==> src/rtl/ecp_pkg.sv <==
`timescale 1ns/1ps
package ecp_pkg;
  typedef logic [1:0] conf_t;

  localparam conf_t CONF_NEW  = 2'd1;
  localparam conf_t CONF_SEED = 2'd2;
  localparam conf_t CONF_MAX  = 2'd3;

  function automatic conf_t conf_inc(input conf_t c);
    return (c == CONF_MAX) ? CONF_MAX : conf_t'(c + conf_t'(1));
  endfunction
endpackage

==> src/rtl/ecp_table.sv <==
`timescale 1ns/1ps
module ecp_table
  import ecp_pkg::*;
#(
  parameter int ADDR_W  = 16,
  parameter int ENTRIES = 64
) (
  input  logic              clk_i,
  input  logic              rst_ni,
  input  logic [ADDR_W-1:0] lk_addr_i,
  output logic              lk_hit_o,
  output logic [ADDR_W-1:0] lk_target_o,
  output conf_t             lk_conf_o,
  input  logic              seed_valid_i,
  input  logic [ADDR_W-1:0] seed_addr_i,
  input  logic [ADDR_W-1:0] seed_target_i,
  input  logic              res_valid_i,
  input  logic [ADDR_W-1:0] res_addr_i,
  input  logic [ADDR_W-1:0] res_target_i
);
  localparam int IDX_W = $clog2(ENTRIES);
  localparam int TAG_W = ADDR_W - IDX_W;

  logic              valid_q [ENTRIES];
  logic [TAG_W-1:0]  tag_q   [ENTRIES];
  logic [ADDR_W-1:0] tgt_q   [ENTRIES];
  conf_t             conf_q  [ENTRIES];

  logic [IDX_W-1:0]  lk_idx, s_idx, r_idx, wr_idx;
  logic [TAG_W-1:0]  lk_tag, s_tag, r_tag, wr_tag;
  logic [ADDR_W-1:0] wr_tgt;
  conf_t             wr_conf;
  logic              wr_en, r_hit;

  assign lk_idx = lk_addr_i[IDX_W-1:0];
  assign lk_tag = lk_addr_i[ADDR_W-1:IDX_W];
  assign s_idx  = seed_addr_i[IDX_W-1:0];
  assign s_tag  = seed_addr_i[ADDR_W-1:IDX_W];
  assign r_idx  = res_addr_i[IDX_W-1:0];
  assign r_tag  = res_addr_i[ADDR_W-1:IDX_W];

  assign lk_hit_o    = valid_q[lk_idx] && (tag_q[lk_idx] == lk_tag);
  assign lk_target_o = tgt_q[lk_idx];
  assign lk_conf_o   = conf_q[lk_idx];
  assign r_hit       = valid_q[r_idx] && (tag_q[r_idx] == r_tag);

  // seed has priority over resolve
  always_comb begin
    wr_en   = 1'b0;
    wr_idx  = s_idx;
    wr_tag  = s_tag;
    wr_tgt  = seed_target_i;
    wr_conf = CONF_SEED;
    if (seed_valid_i) begin
      wr_en = 1'b1;
    end else if (res_valid_i) begin
      wr_en  = 1'b1;
      wr_idx = r_idx;
      wr_tag = r_tag;
      wr_tgt = res_target_i;
      if (r_hit && (tgt_q[r_idx] == res_target_i)) wr_conf = conf_inc(conf_q[r_idx]);
      else                                        wr_conf = CONF_NEW;
    end
  end

  for (genvar g = 0; g < ENTRIES; g++) begin : g_ent
    always_ff @(posedge clk_i or negedge rst_ni) begin
      if (!rst_ni)                                   valid_q[g] <= 1'b0;
      else if (wr_en && (wr_idx == IDX_W'(g)))       valid_q[g] <= 1'b1;
    end
    always_ff @(posedge clk_i) begin
      if (wr_en && (wr_idx == IDX_W'(g))) begin
        tag_q[g]  <= wr_tag;
        tgt_q[g]  <= wr_tgt;
        conf_q[g] <= wr_conf;
      end
    end
  end


  seed_write_chk: assert property (@(posedge clk_i) disable iff (!rst_ni)
    seed_valid_i |=> (valid_q[$past(s_idx)] && tgt_q[$past(s_idx)] == $past(seed_target_i)
                      && conf_q[$past(s_idx)] == CONF_SEED));

  conf_nonzero_chk: assert property (@(posedge clk_i) disable iff (!rst_ni)
    lk_hit_o |-> (lk_conf_o != 2'd0));
endmodule

==> src/rtl/ecp_chain.sv <==
`timescale 1ns/1ps
module ecp_chain
  import ecp_pkg::*;
#(
  parameter int ADDR_W    = 16,
  parameter int MAX_AHEAD = 4,
  parameter int REC_LAT   = 5
) (
  input  logic              clk_i,
  input  logic              rst_ni,
  input  logic              start_i,
  input  logic [ADDR_W-1:0] start_addr_i,
  input  logic              mispred_i,
  input  logic [ADDR_W-1:0] redirect_i,
  input  logic              res_ok_i,
  input  logic              seed_busy_i,
  output logic [ADDR_W-1:0] lk_addr_o,
  input  logic              lk_hit_i,
  input  logic [ADDR_W-1:0] lk_target_i,
  input  conf_t             lk_conf_i,
  output logic              pred_valid_o,
  output logic [ADDR_W-1:0] pred_addr_o,
  output conf_t             pred_conf_o,
  output logic              flush_o
);
  localparam int AHW = $clog2(MAX_AHEAD + 1);
  localparam int RCW = $clog2(REC_LAT + 1);

  logic              active_q;
  logic [ADDR_W-1:0] key_q, rkey_q;
  logic [AHW-1:0]    ahead_q, ahead_nxt;
  logic [RCW-1:0]    rcnt_q;
  logic              look_en, credit, emit;

  assign lk_addr_o = key_q;
  assign look_en   = active_q && !seed_busy_i && (rcnt_q == '0) && (ahead_q < AHW'(MAX_AHEAD));
  assign emit      = look_en && lk_hit_i;
  assign credit    = res_ok_i && (ahead_q != '0);

  always_comb begin
    ahead_nxt = ahead_q;
    if (emit)   ahead_nxt = ahead_nxt + AHW'(1);
    if (credit) ahead_nxt = ahead_nxt - AHW'(1);
  end

  always_ff @(posedge clk_i or negedge rst_ni) begin
    if (!rst_ni) begin
      active_q     <= 1'b0;
      key_q        <= '0;
      rkey_q       <= '0;
      ahead_q      <= '0;
      rcnt_q       <= '0;
      pred_valid_o <= 1'b0;
      pred_addr_o  <= '0;
      pred_conf_o  <= '0;
      flush_o      <= 1'b0;
    end else begin
      pred_valid_o <= 1'b0;
      flush_o      <= 1'b0;
      if (mispred_i) begin
        flush_o  <= 1'b1;
        active_q <= 1'b0;
        ahead_q  <= '0;
        rkey_q   <= redirect_i;
        rcnt_q   <= RCW'(REC_LAT - 1);
      end else if (start_i) begin
        active_q <= 1'b1;
        key_q    <= start_addr_i;
        ahead_q  <= '0;
        rcnt_q   <= '0;
      end else if (rcnt_q != '0) begin
        rcnt_q <= rcnt_q - RCW'(1);
        if (rcnt_q == RCW'(1)) begin
          active_q <= 1'b1;
          key_q    <= rkey_q;
          ahead_q  <= '0;
        end
      end else begin
        ahead_q <= ahead_nxt;
        if (look_en) begin
          if (lk_hit_i) begin
            pred_valid_o <= 1'b1;
            pred_addr_o  <= lk_target_i;
            pred_conf_o  <= lk_conf_i;
            key_q        <= lk_target_i;
          end else begin
            active_q <= 1'b0;
          end
        end
      end
    end
  end


  ahead_limit_chk: assert property (@(posedge clk_i) disable iff (!rst_ni)
    ahead_q <= AHW'(MAX_AHEAD));

  pred_counted_chk: assert property (@(posedge clk_i) disable iff (!rst_ni)
    pred_valid_o |-> (ahead_q != '0));

  seed_stall_chk: assert property (@(posedge clk_i) disable iff (!rst_ni)
    (seed_busy_i && !start_i && !mispred_i) |=> $stable(key_q));

  flush_chk: assert property (@(posedge clk_i) disable iff (!rst_ni)
    mispred_i |=> (flush_o && !pred_valid_o));

  recov_quiet_chk: assert property (@(posedge clk_i) disable iff (!rst_ni)
    (rcnt_q != '0) |-> !pred_valid_o);
endmodule

==> src/rtl/exit_chain_predictor.sv <==
`timescale 1ns/1ps
module exit_chain_predictor
  import ecp_pkg::*;
#(
  parameter int ADDR_W    = 16,
  parameter int ENTRIES   = 64,
  parameter int MAX_AHEAD = 4,
  parameter int REC_LAT   = 5
) (
  input  logic              clk_i,
  input  logic              rst_ni,
  input  logic              start_valid_i,
  input  logic [ADDR_W-1:0] start_addr_i,
  input  logic              seed_valid_i,
  input  logic [ADDR_W-1:0] seed_addr_i,
  input  logic [ADDR_W-1:0] seed_target_i,
  input  logic              resolve_valid_i,
  input  logic              resolve_mispredict_i,
  input  logic [ADDR_W-1:0] resolve_addr_i,
  input  logic [ADDR_W-1:0] resolve_target_i,
  output logic              pred_valid_o,
  output logic [ADDR_W-1:0] pred_addr_o,
  output logic [1:0]        pred_conf_o,
  output logic              flush_o
);
  logic              mispred, res_ok, lk_hit;
  logic [ADDR_W-1:0] lk_addr, lk_target;
  conf_t             lk_conf, p_conf;

  assign mispred     = resolve_valid_i && resolve_mispredict_i;
  assign res_ok      = resolve_valid_i && !resolve_mispredict_i;
  assign pred_conf_o = p_conf;

  ecp_table #(.ADDR_W(ADDR_W), .ENTRIES(ENTRIES)) u_table (
    .clk_i         (clk_i),
    .rst_ni        (rst_ni),
    .lk_addr_i     (lk_addr),
    .lk_hit_o      (lk_hit),
    .lk_target_o   (lk_target),
    .lk_conf_o     (lk_conf),
    .seed_valid_i  (seed_valid_i),
    .seed_addr_i   (seed_addr_i),
    .seed_target_i (seed_target_i),
    .res_valid_i   (resolve_valid_i),
    .res_addr_i    (resolve_addr_i),
    .res_target_i  (resolve_target_i)
  );

  ecp_chain #(.ADDR_W(ADDR_W), .MAX_AHEAD(MAX_AHEAD), .REC_LAT(REC_LAT)) u_chain (
    .clk_i        (clk_i),
    .rst_ni       (rst_ni),
    .start_i      (start_valid_i),
    .start_addr_i (start_addr_i),
    .mispred_i    (mispred),
    .redirect_i   (resolve_target_i),
    .res_ok_i     (res_ok),
    .seed_busy_i  (seed_valid_i),
    .lk_addr_o    (lk_addr),
    .lk_hit_i     (lk_hit),
    .lk_target_i  (lk_target),
    .lk_conf_i    (lk_conf),
    .pred_valid_o (pred_valid_o),
    .pred_addr_o  (pred_addr_o),
    .pred_conf_o  (p_conf),
    .flush_o      (flush_o)
  );


  start_clears_flush_chk: assert property (@(posedge clk_i) disable iff (!rst_ni)
    (start_valid_i && !mispred) |=> !flush_o);
endmodule

==> config.mk <==
export PLATFORM = sky130hd
export DESIGN_NAME = exit_chain_predictor
export DESIGN_NICKNAME = d
export VERILOG_FILES = /design/src/rtl/ecp_pkg.sv /design/src/rtl/ecp_table.sv /design/src/rtl/ecp_chain.sv /design/src/rtl/exit_chain_predictor.sv
export SDC_FILE = /design/constraint.sdc
export NUM_CORES = 2
export LEC_CHECK = 0
export BUFFER_PORTS_ARGS = -buffer_cell sky130_fd_sc_hd__buf_2
export CAP_MARGIN = 20
export CORE_MARGIN = 3
export CORE_UTILIZATION = 40
export DETAILED_ROUTE_END_ITERATION = 12
export PLACE_DENSITY_LB_ADDON = 0.2
export SYNTH_ARGS = -nofsm -noshare
export SYNTH_HDL_FRONTEND = slang
export SYNTH_SLANG_ARGS = --single-unit
==> constraint.sdc <==
create_clock -name clk_i -period 5.8 [get_ports clk_i]
set_input_delay 1.16 -clock clk_i [delete_from_list [all_inputs] [get_ports clk_i]]
set_output_delay 1.16 -clock clk_i [all_outputs]
set_load 0.02 [all_outputs]
After elaboration in Yosys (flattened, before gate mapping)
Memories as Yosys holds them, arrays and structs flattened. A register that Yosys moved wholly into a read port is not among the register bits. Cells that the tools add are included.

Register bits after elaboration: 121. RAM bits: 1792. Bits of input ports: 86. Word-level logic and storage cells: 1174. Memories kept: 3.

Add/subtract/negate cells: 4. Order comparisons: 3. Equal/unequal tests: 71. Mux-type cells: 739. Bitwise logic cells: 5. Reduce and logical (&&, ||, !) cells: 277.

Memories: u_table.tgt_q (depth 64, bits a word 16, read ports 2, clocked after Yosys merged registers in 0, wr ports 1, line ecp_table.sv:26) `logic [ADDR_W-1:0] tgt_q [ENTRIES];`; u_table.tag_q (depth 64, bits a word 10, read ports 2, clocked after Yosys merged registers in 0, wr ports 1, line ecp_table.sv:25) `logic [TAG_W-1:0] tag_q [ENTRIES];`; u_table.conf_q (depth 64, bits a word 2, read ports 2, clocked after Yosys merged registers in 1, wr ports 1, line ecp_table.sv:27) `conf_t conf_q [ENTRIES];`.

Operators with widths (number): 6-bit two-way mux (191); 16-bit two-way mux (70); 16-bit OR reduction (63); 10-bit two-way mux (65); 10-bit OR reduction (63); 1-bit two-way mux (335); 6-bit == test (second input constant) (32); 2-bit two-way mux (67); 2-bit OR reduction (63); 6-bit by 5-bit == test with 1-bit output (second input constant) (16); 1-bit logical AND (74); 6-bit by 4-bit == test with 1-bit output (second input constant) (8); 3-bit two-way mux (9); 6-bit by 3-bit == test with 1-bit output (second input constant) (4); 10-bit == test (2); 16-bit == test (1); 3-bit nonzero test (5); 7-bit greater-or-equal comparator (second input constant) (2); 6-bit NOT with 7-bit output (2); 1-bit binary-select mux with 6-bit select (2); 6-bit by 2-bit == test with 1-bit output (second input constant) (2); 4-bit inequality test (second input constant) (2); 6-bit by 1-bit == test with 1-bit output (second input constant) (1); 6-bit logical NOT (1); other kinds (14) (19).

Depth between registers and ports, before layout
Depth in word-level cells: 72. Gate-level depth with buffers: 21.

Cells and area by module
A second synthesis with hierarchy kept.

Cells, all modules: 4403. Area total of the unflattened synthesis: 89572.2 um2.

By module, submodules not included: ecp_table (instances 1, cells an instance 4174, area an instance 86700.7 um2); ecp_chain (instances 1, cells an instance 227, area an instance 2855.2 um2); exit_chain_predictor (instances 1, cells an instance 2, area an instance 16.3 um2).

Worst setup path before layout
No wires, ideal clock.

Path type: input port to flip-flop. Start point: in resolve_addr_i[0]. End point: mem u_table.conf_q[0][0] in the netlist's numbering (data pin). Library setup time: 0.588 ns. Data arrival time: 6.216 ns. Required time: 5.212 ns. Setup slack: -1.004 ns. Stages: 10. Cells stage by stage: buf_2 > buf_4 > buf_4 > buf_2 > buf_1 > mux4_2 > mux4_2 > mux4_2 > nor2b_1 > a31oi_1.

Cells in the longest elaborated chain, start to end: 72. Elaborated cells on any way between the ends: 392.

Ends and longest elaborated chain: start, declared (line exit_chain_predictor.sv:19) `input logic [ADDR_W-1:0] resolve_addr_i,`; parallel branches: the longest is 6 deep, another holds memory read 64 x 2 bit; 2-bit two-way mux (*) (line ecp_table.sv:61) `if (r_hit && (tgt_q[r_idx] == res_target_i)) wr_conf = conf_inc(conf_q[r_idx]);`; 2-bit two-way mux (*) (line ecp_table.sv:56) `end else if (res_valid_i) begin`; 2-bit two-way mux (*) (line ecp_table.sv:54) `if (seed_valid_i) begin`; net u_table.wr_conf[0] (line ecp_table.sv:32) `conf_t wr_conf;`; 2-bit two-way mux (no line) (62 in series); 2-bit two-way mux (no line) (*); end, declared (line ecp_table.sv:27).

Mark *: on every way through the listed nets, which the timed path passes. The select of a mux whose other input is x is not followed.

Final worst setup path
Start point: in resolve_addr_i[0]. End point: mem u_table.conf_q[8][1] in the netlist's numbering (data pin).

Same word-level chain as after synthesis.

==> impl_metrics.yaml <==
run_status:
  status: "finished clean"
global_routing:
  track_usage_pct: 28.2
  grt_pass1_vias: 51174
  antenna_found_initial: 28
  grt_max_degree: 116
  gr-total-overflow: 0
  grt_pass1_wl_um: 443000
synth:
  syn-mean-instance-area_um2: 21.0
  synthArstFlopShare_pct: 6.42
  ys_warn_count: 0
  ys_seq_elements: 1915
  synth_cell_types: 81
  yosys.area.top_type: "edfxtp_1"
  netlist_instances: 4282
  yosysTopAreaCellShare_pct: 60.0
  synth_edf_count: 1792
  syn-num-nets: 4374
  synth_area_um2: 89700
  ys_seq_area_share_pct: 63.4
  synth_ff_type: "edfxtp_1"
  ys_top_cells_by_area: "edfxtp_1 60%, mux4_2 28%, dfrtp_1 3.4%"
power_and_ir_drop:
  p_per_area_nw_per_um2: 403
  p_total_mw: 41.3
  vdd_drop_max_mv: 0.384
  p_leak_nw: 32.3
clock_tree:
  cts_resized: 0
  clock_sinks: 1915
  cts-hold-fix-buffers: 0
  numCtsBuffers: 201
  insertion_delay_ps: 860
  clk_pin_slew_worst_paths_ps: 60
  cts_setup_buffers: 0
  clk_path_buf_depth: 3
  htreeDepth: 4
  cts-root-buf: "clkbuf_16"
  cts_tree: "done"
worst_setup_path:
  worstSetupStartpointType: "input pin"
  endpoint_kind: "flip-flop"
  critPathMaxFanout: 64
  cp_data_arrival_time_ps: 6110
  required_ps: 6440
  r2r_cells: 14
  crit_type: "in -> reg"
layout:
  fin_nets: 4690
  drive_gt1_share_pct: 42.5
  final_common_cell: "edfxtp_1"
  fillCellCount: 18371
  area_delta_synth_final_pct: 14.5
  design_area_um2: 103000
  layout_common_cells: "1,792 x edfxtp_1, 1,120 x mux4_2, 256 x buf_4"
routing:
  drt_wl_total_um: 325000
  wire_per_inst_um: 42.0
  drc: 0
  routed-via-count: 52064
  ant_nets: 0
  drt_iter0_drc: 8413
  dr.pass1.iters: 6
  routed_via_density: 6.72
sta:
  rsz0062_at_grt: "false"
  hold_ws_ps: 196
  min_period_ps: 5480
  drv_slew: 0
  finalCritPeriodShare_pct: 94.4
  timing_hold_violations_final: 0
  fin_skew_ps: 45.0
  tightest_slew_ps: 1140
  finalWorstSetupSlack_ps: 324
  fmax_mhz: 183
  fin_tns_setup_ps: 0
  finalSetupViolations: 0
  max_slew_margin_pct: 24.0
floorplanning:
  die_w_um: 480
  io-pin-count: 106
  start_util_pct: 40.3
  core_area_um2: 223000
  row_count: 173
  die_height_um: 480
  dieArea_um2: 230000
flow_run:
  maxCapViolations: 0
placed_design:
  place.gp.congestion: 0.879
  numPortBuffers: 105
  placed_area_um2: 96100
  post-dp-hpwl_um: 198000
  post-place-ws_ps: -455
min_path:
  hp-class: "in -> async"
Yosys cell counts (all sizes together), types with 29 or more instances:
master  instances
a21oi          49
a22oi          41
buf           197
clkbuf        122
dfrtp         123
edfxtp       1792
mux2i         106
mux4         1123
nand2         215
nand3          29
nor2           99
or2            64
area by class of cell:
class	instances	area (um2)	share of cell area, %
timing repair buffer	432	3890	3.79
sequential	1915	56900	55.4
inverter	26	110	0.107
clock inverter	114	1030	0.999
tap	2975	3720	3.63
multi-input combinational	2022	31600	30.8
clock buffer	256	5380	5.24
antenna	12	30.0	0.0292
path summary, 6_finish.rpt:
kind,endpoint,slack [ps],startpoint
setup / recovery,u_table.conf_q[8][1],320,resolve_addr_i[0]
hold / removal,u_chain.pred_valid_o,200,rst_ni
setup reg to reg,u_chain.ahead_q[1],600,u_chain.lk_addr_o[1]
hold reg to reg,u_chain.rkey_q[9],480,u_chain.rkey_q[9]
max in group asynchronous,u_chain.lk_addr_o[4],4060,rst_ni
min in group clk_i,u_chain.rkey_q[9],480,u_chain.rkey_q[9]
stage by stage:
step                      instances  util (%)
after floorplan                4282         -
after global placement         7363      43.2
after detailed placement       7364      43.2
after CTS                      7734      46.0
after global routing           7743      46.1
final                          7752      46.1
power breakdown:
part / leakage [nW] / switching [mW] / internal, mW / total (mW)
clock: 3.13 / 5.59 / 7.18 / 12.8
combinational: 11.9 / 6.77 / 5.59 / 12.4
sequential: 17.3 / 0.609 / 15.6 / 16.2
cell families after synthesis:
group | share of synthesized area, %
simple gates | 2.91
xor+xnor | 0.293
compound gates | 1.58
fa+ha+maj | 0.0837
mux | 29.7
flops | 63.4
buf+inv | 2.01
registers in the layout, summed over array words and instances, names as in the netlist:
register and cells:
u_chain.lk_addr_o 16, u_chain.pred_valid_o 1, u_chain.rkey_q 16, u_table.conf_q 128, u_chain.ahead_q 3, u_chain.active_q 1
u_table.valid_q 64, u_table.tgt_q 1024, u_chain.flush_o 1, u_chain.pred_conf_o 2, u_chain.pred_addr_o 16, u_table.tag_q 640
u_chain.rcnt_q 3
critical path, cell delays in order:
cell and delay, ps:
buf_8 320, buf_4 370, buf_4 330, mux4_2 550
mux4_2 470, mux2i_1 180, mux2i_1 270, xor2_1 300
nor4_1 300, nor4bb_1 910, buf_4 300, nand2_1 100
o21ai_4 200, buf_12 260
routing by layer:
| layer | vias to the layer above | GRT usage (%) | share of wire [%] |
|---|---|---|---|
| met4 | 0 | 11.7 | 4.8 |
| met3 | 609 | 6.59 | 11 |
| met1 | 28567 | 39.3 | 38 |
| met2 | 3570 | 43.1 | 46 |
| li1 | 19318 | - | - |
| met5 | - | 0 | 0 |
Power figures use the tool's default switching activity.
